## config.mk

```make
export PLATFORM = sky130hd
export DESIGN_NAME = cdt_timer
export DESIGN_NICKNAME = d
export VERILOG_FILES = /design/src/rtl/cdt_pkg.sv /design/src/rtl/cdt_apb_decode.sv /design/src/rtl/cdt_cfg_regs.sv /design/src/rtl/cdt_count_core.sv /design/src/rtl/cdt_timer.sv
export SDC_FILE = /design/constraint.sdc
export NUM_CORES = 1
export LEC_CHECK = 0
export CAP_MARGIN = 20
export CORE_MARGIN = 2
export CORE_UTILIZATION = 57
export DETAILED_ROUTE_END_ITERATION = 10
export PLACE_DENSITY_LB_ADDON = 0.12
export REMOVE_ABC_BUFFERS = 1
export SYNTH_ARGS = -nofsm -noshare
export SYNTH_HDL_FRONTEND = slang
export SYNTH_SLANG_ARGS = --single-unit
```

## constraint.sdc

```tcl
create_clock -name clk -period 6.26 [get_ports clk]
set_clock_uncertainty 0.15 [all_clocks]
set_input_delay 0.626 -clock clk [delete_from_list [all_inputs] [get_ports clk]]
set_output_delay 0.626 -clock clk [all_outputs]
set_load 0.02 [all_outputs]
```

## src/rtl/cdt_pkg.sv

```systemverilog
package cdt_pkg;

    localparam logic [7:0] OFF_RELOAD  = 8'h00;
    localparam logic [7:0] OFF_LIVE    = 8'h04;
    localparam logic [7:0] OFF_CTRL    = 8'h08;
    localparam logic [7:0] OFF_ACK     = 8'h0C;
    localparam logic [7:0] OFF_MSTAT   = 8'h10;
    localparam logic [7:0] OFF_GMSTAT  = 8'hA0;
    localparam logic [7:0] OFF_GACK    = 8'hA4;
    localparam logic [7:0] OFF_RAW     = 8'hA8;
    localparam logic [7:0] OFF_IDENT   = 8'hAC;

    typedef enum logic [3:0] {
        SEL_NONE,
        SEL_RELOAD,
        SEL_LIVE,
        SEL_CTRL,
        SEL_ACK,
        SEL_MSTAT,
        SEL_GMSTAT,
        SEL_GACK,
        SEL_RAW,
        SEL_IDENT
    } reg_sel_e;

    // enable is bit 0, periodic bit 1, mask bit 2
    typedef struct packed {
        logic mask;
        logic periodic;
        logic enable;
    } ctrl_t;

    localparam int CTRL_W = $bits(ctrl_t);

    function automatic reg_sel_e sel_of(input logic [7:0] off);
        case (off)
            OFF_RELOAD: return SEL_RELOAD;
            OFF_LIVE:   return SEL_LIVE;
            OFF_CTRL:   return SEL_CTRL;
            OFF_ACK:    return SEL_ACK;
            OFF_MSTAT:  return SEL_MSTAT;
            OFF_GMSTAT: return SEL_GMSTAT;
            OFF_GACK:   return SEL_GACK;
            OFF_RAW:    return SEL_RAW;
            OFF_IDENT:  return SEL_IDENT;
            default:    return SEL_NONE;
        endcase
    endfunction

    function automatic logic is_ack(input reg_sel_e s);
        return (s == SEL_ACK) || (s == SEL_GACK);
    endfunction

endpackage

```

## src/rtl/cdt_apb_decode.sv

```systemverilog
module cdt_apb_decode
    import cdt_pkg::*;
#(
    parameter int ADDR_W = 8
) (
    input  logic              psel,
    input  logic              penable,
    input  logic              pwrite,
    input  logic [ADDR_W-1:0] paddr,
    output reg_sel_e          sel,
    output logic              reload_we,
    output logic              ctrl_we,
    output logic              ack_rd
);
    logic     upper_ok;
    reg_sel_e raw_sel;
    logic     access;

    generate
        if (ADDR_W > 8) begin : g_wide
            assign upper_ok = (paddr[ADDR_W-1:8] == '0);
        end else begin : g_narrow
            assign upper_ok = 1'b1;
        end
    endgenerate

    assign raw_sel = sel_of(paddr[7:0]);
    assign sel     = upper_ok ? raw_sel : SEL_NONE;
    assign access  = psel && penable;

    assign reload_we = access && pwrite  && (sel == SEL_RELOAD);
    assign ctrl_we   = access && pwrite  && (sel == SEL_CTRL);
    assign ack_rd    = access && !pwrite && is_ack(sel);
endmodule

```

## src/rtl/cdt_cfg_regs.sv

```systemverilog
module cdt_cfg_regs
    import cdt_pkg::*;
#(
    parameter int DATA_W = 32,
    parameter int CNT_W  = 32
) (
    input  logic              clk,
    input  logic              rst,
    input  logic              reload_we,
    input  logic              ctrl_we,
    input  logic [DATA_W-1:0] wdata,
    output logic [CNT_W-1:0]  reload_q,
    output ctrl_t             ctrl_q
);
    always_ff @(posedge clk) begin
        if (rst) begin
            reload_q <= '0;
            ctrl_q   <= '0;
        end else begin
            if (reload_we) reload_q <= wdata[CNT_W-1:0];
            if (ctrl_we)   ctrl_q   <= ctrl_t'(wdata[CTRL_W-1:0]);
        end
    end
endmodule

```

## src/rtl/cdt_count_core.sv

```systemverilog
module cdt_count_core
    import cdt_pkg::*;
#(
    parameter int CNT_W = 32
) (
    input  logic             clk,
    input  logic             rst,
    input  ctrl_t            ctrl,
    input  logic [CNT_W-1:0] reload,
    input  logic             ack_rd,
    output logic [CNT_W-1:0] count_q,
    output logic             en_prev_q,
    output logic             flag_q
);
    logic             start;
    logic             at_zero;
    logic [CNT_W-1:0] wrap_val;

    assign start    = ctrl.enable && !en_prev_q;
    assign at_zero  = ctrl.enable && en_prev_q && (count_q == '0);
    assign wrap_val = ctrl.periodic ? reload : '1;

    always_ff @(posedge clk) begin
        if (rst) begin
            count_q   <= '0;
            en_prev_q <= 1'b0;
            flag_q    <= 1'b0;
        end else begin
            en_prev_q <= ctrl.enable;
            if (start)
                count_q <= reload;
            else if (at_zero)
                count_q <= wrap_val;
            else if (ctrl.enable)
                count_q <= count_q - 1'b1;

            // a new event on the acknowledge edge takes priority
            if (at_zero)
                flag_q <= 1'b1;
            else if (ack_rd)
                flag_q <= 1'b0;
        end
    end
endmodule

```

## src/rtl/cdt_timer.sv

```systemverilog
module cdt_timer
    import cdt_pkg::*;
#(
    parameter int          ADDR_W  = 8,
    parameter int          DATA_W  = 32,
    parameter int          CNT_W   = 32,
    parameter logic [31:0] VERSION = 32'h0001_0203
) (
    input  logic              clk,
    input  logic              rst,
    input  logic              psel,
    input  logic              penable,
    input  logic              pwrite,
    input  logic [ADDR_W-1:0] paddr,
    input  logic [DATA_W-1:0] pwdata,
    output logic [DATA_W-1:0] prdata,
    output logic              pready,
    output logic              pslverr,
    output logic              irq
);
    localparam int PAD_W = DATA_W - CNT_W;

    reg_sel_e          sel;
    logic              reload_we;
    logic              ctrl_we;
    logic              ack_rd;
    logic [CNT_W-1:0]  reload_q;
    ctrl_t             ctrl_q;
    logic [CNT_W-1:0]  count_q;
    logic              en_prev_q;
    logic              flag_q;
    logic              masked;
    logic [DATA_W-1:0] live_ext;
    logic [DATA_W-1:0] reload_ext;

    cdt_apb_decode #(.ADDR_W(ADDR_W)) u_dec (
        .psel      (psel),
        .penable   (penable),
        .pwrite    (pwrite),
        .paddr     (paddr),
        .sel       (sel),
        .reload_we (reload_we),
        .ctrl_we   (ctrl_we),
        .ack_rd    (ack_rd)
    );

    cdt_cfg_regs #(.DATA_W(DATA_W), .CNT_W(CNT_W)) u_cfg (
        .clk       (clk),
        .rst       (rst),
        .reload_we (reload_we),
        .ctrl_we   (ctrl_we),
        .wdata     (pwdata),
        .reload_q  (reload_q),
        .ctrl_q    (ctrl_q)
    );

    cdt_count_core #(.CNT_W(CNT_W)) u_core (
        .clk       (clk),
        .rst       (rst),
        .ctrl      (ctrl_q),
        .reload    (reload_q),
        .ack_rd    (ack_rd),
        .count_q   (count_q),
        .en_prev_q (en_prev_q),
        .flag_q    (flag_q)
    );

    generate
        if (PAD_W > 0) begin : g_pad
            assign live_ext   = {{PAD_W{1'b0}}, count_q};
            assign reload_ext = {{PAD_W{1'b0}}, reload_q};
        end else begin : g_full
            assign live_ext   = count_q[DATA_W-1:0];
            assign reload_ext = reload_q[DATA_W-1:0];
        end
    endgenerate

    assign masked  = flag_q && !ctrl_q.mask;
    assign irq     = masked;
    assign pready  = 1'b1;
    assign pslverr = 1'b0;

    always_comb begin
        prdata = '0;
        if (psel && !pwrite) begin
            case (sel)
                SEL_RELOAD: prdata = reload_ext;
                SEL_LIVE:   prdata = live_ext;
                SEL_CTRL:   prdata = DATA_W'(ctrl_q);
                SEL_MSTAT,
                SEL_GMSTAT: prdata = DATA_W'(masked);
                SEL_RAW:    prdata = DATA_W'(flag_q);
                SEL_IDENT:  prdata = DATA_W'(VERSION);
                default:    prdata = '0;
            endcase
        end
    end
endmodule

```

==> qor.csv, run 1 <==
metric,value,unit
switch share,0.2215,
ys flop type,dfxtp_1,
Combinational Power Share,0.056,
"Cell Area, Synth",0.004358,sq mm
initial core utilization,0.5945,
Hold Crit Depth,2,
HPWL reported at the end of detailed placement,9330,um
Clock Pin Slew Worst Setup and Hold Paths,80,ps
NumNets Final,680,
design area,0.005344,sq mm
TNS Setup,0,ps
Final setup viols,0,
Post-synth EDFFs,0,
Critical Path AT,3380,ps
Leak,0.001835,uW
first-pass GRT wire length,22980,um
initial DRC count,519,
Area Overhead vs Synth,22.62,%
upper clock frequency limit,240.3,MHz
core footprint,0.007331,sq mm
GPL Wtd Cong,0.9864,
Final Worst Setup Slack,2099,ps
fin. max-slew vios,0,
Worst Path Max Fanout,30,
Synth Warn #,0,
Worst Reg-to-Reg Cells,5,
DR vias/cell,6.682,
Syn Inst Count,593,
synth top area cells,"dfxtp_1 (32%), nand2_1 (7.6%), a22oi_1 (6.4%)",
# DRC,0,
die height,91.44,um
RSZ-0062 raised after global routing,no,
library cells used by synthesis,69,
initial antenna violation count,0,
start of the worst register-to-register path,u_core.count_q[17],
share of cells above drive strength 1,0.06886,
worst reg2reg setup slack,2800,ps
final cycle utilization of the critical path,0.6647,
drt pass-1 iters,5,
Max Buffers Root-to-Sink,2,
antenna cells,0,
post-synthesis sequential area ratio,0.3170,
largest net degree at the start of global routing,33,
clk sinks,69,
Max H-tree Level,3,
postcts setup bufs,0,
TritonCTS buffer count,9,
dpl ws,2124,ps
pwr dens,176.0,mW/mm^2
largest area contributor in the netlist,dfxtp_1,
Hold Path End,u_cfg.reload_q[26],
number of port buffers,77,
WS Path Type,in2out,
VDD IR max,0.1280,mV
Max Cap Viol,0,
GRT overflow,0,
Hold Buf Count CTS,0,
number of global-route vias before repair,4566,
syn_area_per_cell,7.349,sq um
Site Rows,31,
Final Hold Vio Count,0,
CP endpoint kind,primary output,
CTS root buffer,clkbuf_8,
WL/cell,19.25,um
I/O pins,80,
R2R Path End,u_core.count_q[27],
Int Power,732.2,uW
Hold Crit Class,reg2reg,
crit path from,paddr[4],
min cycle time layout,4161,ps
status,"complete, no violations",
Final ANT Viol Nets,0,
Worst-Margin Slew,1187,ps
cts repair resizes,0,
Die Wd,91.44,um
synthesis-stage register bit count,69,
Worst slew margin,0.2044,
Worst Path Required,5480,ps
vias after detailed routing,4931,
Clk pwr share,0.478,
Async SR Flop Fraction,0,
Worst setup SP type,primary input,
TritonCTS clock tree,done,
hold_sp,u_cfg.reload_q[26],
worst-skew pair later-pin latency,360,ps
Flop pwr share,0.466,
top cell type's share of synthesized area,0.3170,
Net Sw Power,208.3,uW
Total GRT Usage,0.3401,
die area,0.008361,sq mm
total wire length,14200,um
DP Area,0.005077,sq mm
-- power by group through the flow --
stage          clock network (uW)  registers [uW]  logic [uW]
2_1_floorplan                   0             449        10.6
3_3_place_gp                    0             449        50.3
3_5_place_dp                    0             449        51.7
4_1_cts                       449             439        52.0
5_1_grt                       467             439        56.6
6_report                      449             439        52.6
-- cells in the mapped netlist (3+ instances only) --
cell type,instances
o221ai_1,4
mux2i_1,7
a21oi_1,54
xnor2_1,5
xor2_1,3
nor4b_1,3
nand3b_1,4
nor2b_1,8
o22ai_1,5
dfxtp_1,69
nand3_1,9
or3_1,10
nand2_1,88
o31a_1,4
a221oi_1,5
o221a_2,3
and3_1,3
buf_6,4
a22oi_1,37
a32o_1,3
a211oi_1,7
a31oi_1,9
o21ai_0,15
clkbuf_1,50
or4_1,6
o41ai_1,3
a21o_1,3
nor4_1,17
nand4_1,6
or2_2,3
nor3_1,23
inv_1,7
nor2_1,59
o31ai_1,4
nand2b_1,3
o211ai_1,6
-- cell families after synthesis --
| logic type | share of synthesized area |
|---|---|
| compound gates | 0.2862 |
| xor+xnor | 0.01608 |
| fa+ha+maj | 0.005168 |
| buf+inv | 0.06603 |
| flops | 0.3170 |
| mux | 0.01608 |
| other cells | 0.001723 |
| simple gates | 0.2917 |
-- how the worst max path moves through the flow --
stage,to,cells after the start
finish,prdata[9],8
global route,prdata[9],8
detailed placement,prdata[9],8
CTS,prdata[9],8
floorplan,u_cfg.reload_q[0],5
global placement,prdata[9],8
-- cell type report --
| type | count | area [sq um] |
|---|---|---|
| Sequential cell | 69 | 1381 |
| Clock inverter | 6 | 111.4 |
| Timing Repair Buffer | 88 | 865.8 |
| Tap cell | 99 | 123.9 |
| Multi-Input combinational cell | 458 | 2704 |
| Clock buffer | 10 | 127.6 |
| Inverter | 8 | 30.03 |
| Fill cell | 572 | 1987 |
-- metrics by stage --
step	utilization	total power [uW]	instances	hold slack, ps
6_report	0.7290	940.5	738	322.8
5_1_grt	0.7290	962.2	738	352.7
4_1_cts	0.7252	939.9	737	325.6
3_5_place_dp	0.6926	500.7	721	314.6
3_3_place_gp	0.6919	499.4	720	310.5
2_1_floorplan	-	459.6	535	289.1
-- layer usage --
| layer | global-route usage | vias up | part of all wire |
|---|---|---|---|
| li1 | - | 2290 | - |
| met1 | 0.4362 | 2304 | 0.42 |
| met2 | 0.5631 | 297 | 0.47 |
| met3 | 0.06888 | 40 | 0.088 |
| met4 | 0.1263 | 0 | 0.028 |
| met5 | 0 | - | 0 |
-- critical path: stages --
cell	delay, ps
clkdlybuf4s50_1	540
or3_1	460
or2_2	340
nor3_2	120
buf_4	360
a221oi_1	160
nor2_1	160
clkdlybuf4s50_1	620
-- flip-flops by register name (all words and copies together) (netlist names) --
name              count
u_core.en_prev_q      1
u_cfg.reload_q       32
u_cfg.ctrl_q          3
u_core.count_q       32
u_core.flag_q         1
-- cells in the final DEF (no fill, tap or decap), types with 6 or more instances in the layout --
| master | Yosys | routed |
|---|---|---|
| nand2_1 | 88 | 88 |
| clkdlybuf4s50_1 | 0 | 76 |
| dfxtp_1 | 69 | 69 |
| nor2_1 | 59 | 59 |
| a21oi_1 | 54 | 54 |
| a22oi_1 | 37 | 37 |
| nor3_1 | 23 | 22 |
| nor4_1 | 17 | 16 |
| o21ai_0 | 15 | 14 |
| or3_1 | 10 | 10 |
| a31oi_1 | 9 | 9 |
| nand3_1 | 9 | 9 |
| clkbuf_8 | 0 | 9 |
| buf_4 | 2 | 9 |
| nor2b_1 | 8 | 8 |
| inv_1 | 7 | 7 |
| mux2i_1 | 7 | 7 |
| a211oi_1 | 7 | 7 |
| or4_1 | 6 | 6 |
| nand4_1 | 6 | 6 |
| o211ai_1 | 6 | 6 |
No activity file was read; power rests on OpenSTA's default activity.
==> inputs of run 2 (changes only) <==
Settings changed: CORE_UTILIZATION 57 to 48.
Clock period 6.26 ns to 3.5 ns, I/O delays scaled along.
==> run 2 against run 1 <==
Compared with the run above:
- flip-flop and latch count did not move
- critical path depth did not move
- global-route usage fell by 4.4 points
- register-to-register slack got worse by 2300 ps
- die area rose by 18%
- worst hold slack improved by 5.5 ps
- clock-buffer cell count rose by 1
- combinational power rose by 86%
- critical path type unchanged
- highest routed layer unchanged
==> qor.csv, run 2 (same netlist as run 1, synthesis figures left out) <==
metric,value,unit
GPL Wtd Cong,0.9315,
initial antenna violation count,0,
drt pass-1 iters,5,
number of port buffers,77,
Critical path buffers and inverters,3,
CTS root buffer,clkbuf_8,
Hold Crit Class,reg2reg,
Final Worst Setup Slack,174.3,ps
Worst slew margin,0.5737,
VDD IR max,0.1663,mV
Combinational Power Share,0.063,
most frequent cells in the layout,"nand2_1 (88), clkdlybuf4s50_1 (76), dfxtp_1 (69), nor2_1 (59), a21oi_1 (54)",
pwr dens,285.3,mW/mm^2
number of global-route vias before repair,4560,
Max Cap Viol,0,
initial core utilization,0.4973,
switch share,0.2379,
Max H-tree Level,3,
dpl ws,187.9,ps
Max Buffers Root-to-Sink,2,
core footprint,0.008763,sq mm
"leading cell type in the layout, fill and taps excluded",nand2_1,
GRT overflow,0,
max incr delay on CP,610,ps
Final setup viols,0,
Hold Worst Slack,328.3,ps
Worst Path Required,3000,ps
cts repair resizes,0,
# DRC,0,
Clock Pin Slew Worst Setup and Hold Paths,70,ps
Total GRT Usage,0.2960,
share of cells above drive strength 1,0.09848,
TritonCTS buffer count,9,
Hold Crit Depth,2,
Worst setup SP type,primary input,
clk sinks,69,
Critical Path AT,2830,ps
postcts setup bufs,0,
Final ANT Viol Nets,0,
WL/cell,18.86,um
status,"complete, no violations",
crit-path cells,"clkdlybuf4s50_1, or3_1, or2_2, nor3_2, buf_4, a22oi_1, nor2_1, clkdlybuf4s50_1",
CP endpoint kind,primary output,
TritonCTS clock tree,done,
Site Rows,34,
Area Overhead vs Synth,25.52,%
Net Sw Power,371.2,uW
Hold Buf Count CTS,0,
fin. max-slew vios,0,
worst-skew pair later-pin latency,350,ps
Clk pwr share,0.434,
RSZ-0062 raised after global routing,no,
Int Power,1189,uW
Worst-Margin Slew,639.5,ps
Die Wd,99.29,um
first-pass GRT wire length,23530,um
Levels on crit path,8,
Leak,0.001912,uW
DR vias/cell,6.389,
die height,99.29,um
Worst Reg-to-Reg Cells,5,
Worst Path Max Fanout,16,
initial DRC count,336,
min cycle time layout,3326,ps
I/O pins,80,
slowest library cell on the worst path,clkdlybuf4s50_1,
NumNets Final,701,
antenna cells,0,
total wire length,14480,um
largest net degree at the start of global routing,33,
upper clock frequency limit,300.7,MHz
HPWL reported at the end of detailed placement,10100,um
critical path's top delay family,buffers and inverters,
most numerous cell on the critical path,clkdlybuf4s50_1,
die area,0.009858,sq mm
vias after detailed routing,4907,
Final Hold Vio Count,0,
Flop pwr share,0.503,
WS Path Type,in2out,
final cycle utilization of the critical path,0.9502,
largest registers,"u_cfg.reload_q: 32 flops, u_core.count_q: 32 flops, u_cfg.ctrl_q: 3 flops",
-- run 2: changes by cell type in the layout (fill, tap and decap cells not counted) --
| cell | before | now |
|---|---|---|
| buf_12 | 0 | 1 |
| clkinv_4 | 1 | 2 |
| bufinv_16 | 3 | 1 |
| buf_4 | 9 | 31 |
| buf_16 | 1 | 0 |
| buf_2 | 2 | 1 |
| clkbuf_8 | 9 | 10 |
-- run 2: tightest hold or removal path: stages (launching register included) --
cell,delay [ps]
dfxtp_1,330
nand2_1,60
a21oi_1,50
-- run 2: stage by stage --
stage | instances | power [uW] | util | TNS, ps | instance area [sq um]
final | 768 | 1560 | 0.6242 | 0 | 5470
after global routing | 768 | 1617 | 0.6242 | 0 | 5470
after floorplan | 535 | 822.0 | - | -70060 | 4100
after detailed placement | 752 | 899.6 | 0.6012 | 0 | 5269
after CTS | 768 | 1570 | 0.6242 | 0 | 5470
after global placement | 752 | 898.1 | 0.6012 | 0 | 5269
-- run 2: layout make-up --
cell class,instances,area [sq um]
Inverter,8,30.03
Sequential cell,69,1381
Clock inverter,5,60.06
Fill cell,826,3293
Timing Repair Buffer,109,1018
Clock buffer,11,141.4
Tap cell,108,135.1
Multi-Input combinational cell,458,2704
-- run 2: final timing paths --
kind	from	end	slack (ps)
hold reg to reg	u_cfg.reload_q[24]	u_cfg.reload_q[24]	330
hold / removal	u_cfg.reload_q[24]	u_cfg.reload_q[24]	330
setup reg to reg	u_core.count_q[17]	u_core.count_q[0]	550
setup / recovery	paddr[5]	prdata[11]	170
-- run 2: power groups by stage --
stage / sequential (uW) / combinational [uW] / clock [uW]
floorplan: 803 / 19.0 / 0
global placement: 803 / 95.0 / 0
detailed placement: 803 / 96.4 / 0
CTS: 785 / 97.0 / 688
global route: 785 / 105 / 728
finish: 785 / 97.9 / 678
-- run 2: routing by layer --
layer | global-route usage | vias up | wire (um)
li1 | - | 2324 | -
met1 | 0.3883 | 2323 | 6204
met4 | 0.1128 | 0 | 397
met2 | 0.4917 | 222 | 6867
met5 | 0 | - | 0
met3 | 0.04498 | 38 | 1014
==> inputs of run 3 (changes only) <==
Settings changed: CORE_UTILIZATION 48 to 53.
Clock period 3.5 ns to 3.6 ns, I/O delays scaled along.
==> run 3 against run 2 <==
Compared with the run above:
- combinational power shrank 3.7%
- flip-flop and latch count is the same
- wire length grew 0.21%
- final area shrank 0.80%
- largest cell class unchanged
- register-to-register slack gained 80 ps
- first-iteration DRC count grew 4.5%
- critical path type unchanged
==> qor.csv, run 3 (same netlist as run 1, synthesis figures left out) <==
metric,value,unit
pwr dens,280.9,mW/mm^2
RSZ-0062 raised after global routing,no,
Net Sw Power,338.7,uW
WS Path Type,in2out,
Clock Pin Slew Worst Setup and Hold Paths,70,ps
WL/cell,19.15,um
Max Cap Viol,0,
DP Area,0.005228,sq mm
core footprint,0.008093,sq mm
Worst Path Max Fanout,16,
die area,0.008964,sq mm
initial DRC count,351,
Worst slew margin,0.4886,
Area Overhead vs Synth,24.52,%
max incr delay on CP,610,ps
largest registers,"u_cfg.reload_q: 32 flops, u_core.count_q: 32 flops, u_cfg.ctrl_q: 3 flops",
first-pass GRT wire length,23180,um
antenna cells,0,
Worst Path Required,3090,ps
postcts setup bufs,0,
Flop pwr share,0.501,
TritonCTS buffer count,9,
switch share,0.2222,
number of port buffers,77,
DR vias/cell,6.529,
crit-path cells,"clkdlybuf4s50_1, or3_1, or2_2, nor3_2, buf_4, a22oi_1, nor2_1, clkdlybuf4s50_1",
VDD IR max,0.2408,mV
final cycle utilization of the critical path,0.9466,
Site Rows,33,
Final Instance Count excl. Fillers,758,
Int Power,1185,uW
design area,0.005426,sq mm
Clk pwr share,0.437,
Combinational Power Share,0.062,
CTS root buffer,clkbuf_8,
I/O pins,80,
Critical Path AT,2900,ps
worst-skew pair later-pin latency,350,ps
most numerous cell on the critical path,clkdlybuf4s50_1,
# DRC,0,
fin. max-slew vios,0,
GRT overflow,0,
Final ANT Viol Nets,0,
critical path's top delay family,buffers and inverters,
Max Buffers Root-to-Sink,2,
upper clock frequency limit,293.5,MHz
Hold Buf Count CTS,0,
Total GRT Usage,0.3312,
Hold Crit Class,in2reg,
Max H-tree Level,3,
share of cells above drive strength 1,0.08882,
vias after detailed routing,4949,
status,"complete, no violations",
total wire length,14510,um
Worst-Margin Slew,767.1,ps
GPL Wtd Cong,0.9375,
Placed Cells incl. Taps,744,
CP endpoint kind,primary output,
NumNets Final,696,
min cycle time layout,3408,ps
HPWL reported at the end of detailed placement,10060,um
largest net degree at the start of global routing,43,
initial antenna violation count,0,
Die Wd,94.68,um
Leak,0.001889,uW
number of global-route vias before repair,4509,
drt pass-1 iters,7,
TritonCTS clock tree,done,
Final Hold Vio Count,0,
die height,94.68,um
initial core utilization,0.5385,
Final setup viols,0,
cts repair resizes,0,
Worst setup SP type,primary input,
slowest library cell on the worst path,clkdlybuf4s50_1,
clk sinks,69,
most frequent cells in the layout,"nand2_1 (88), clkdlybuf4s50_1 (76), dfxtp_1 (69), nor2_1 (59), a21oi_1 (54)",
Critical path buffers and inverters,3,
"leading cell type in the layout, fill and taps excluded",nand2_1,
==> run 3: changes by cell type in the layout (fill, tap and decap cells not counted) <==
cell / delta
buf_4: -5
clkbuf_8: +2
clkinv_4: -2
clkinv_2: -1
clkinvlp_4: -1
==> run 3: power by group through the flow <==
stage               sequential, uW  combinational [uW]  clock, uW
detailed placement             781                92.9          0
finish                         763                94.3        667
global placement               781                91.9          0
CTS                            763                93.7        666
global route                   763                 102        704
floorplan                      781                18.4          0
==> run 3: area by class of cell <==
type / count / area [sq um]
Timing Repair Buffer: 104 / 980.9
Sequential cell: 69 / 1381
Clock inverter: 1 / 30.03
Fill cell: 718 / 2666
Clock buffer: 13 / 168.9
Multi-Input combinational cell: 458 / 2704
Tap cell: 105 / 131.4
Inverter: 8 / 30.03
==> run 3: metrics by stage <==
step / setup slack, ps / setup TNS [ps] / hold slack [ps] / power, uW / utilization
floorplan: -1434 / -64700 / 279.1 / 799.2 / -
global placement: 281.3 / 0 / 308.9 / 872.7 / 0.6459
detailed placement: 220.0 / 0 / 316.7 / 873.8 / 0.6459
CTS: 203.3 / 0 / 283.8 / 1523 / 0.6705
global route: 44.76 / 0 / 305.3 / 1568 / 0.6705
finish: 192.4 / 0 / 294.1 / 1524 / 0.6705
==> run 3: routing by layer <==
metal | part of all wire | vias to the layer above | global-route usage | routed length [um]
met3 | 0.068 | 54 | 0.04868 | 989
li1 | - | 2311 | - | -
met1 | 0.43 | 2340 | 0.4252 | 6203
met2 | 0.47 | 244 | 0.5514 | 6851
met4 | 0.032 | 0 | 0.1449 | 469
met5 | 0 | - | 0 | 0
==> run 3: final timing paths <==
check                                   startpoint                  to  slack (ps)  cells after the start
worst max-delay path                      paddr[7]           prdata[7]         190                      8
worst min register to register  u_cfg.reload_q[10]  u_cfg.reload_q[10]         320                      2
worst max register to register  u_core.count_q[17]  u_core.count_q[19]         630                      6
worst min-delay path                           rst     u_cfg.ctrl_q[0]         290                      2
==> run 3: worst reg2reg max path: stages (launching register included) <==
cell      delay, ps
dfxtp_1         390
or4_1           660
or4_4           650
nor4_1          580
buf_4           230
a21oi_1          40
o221ai_1        180
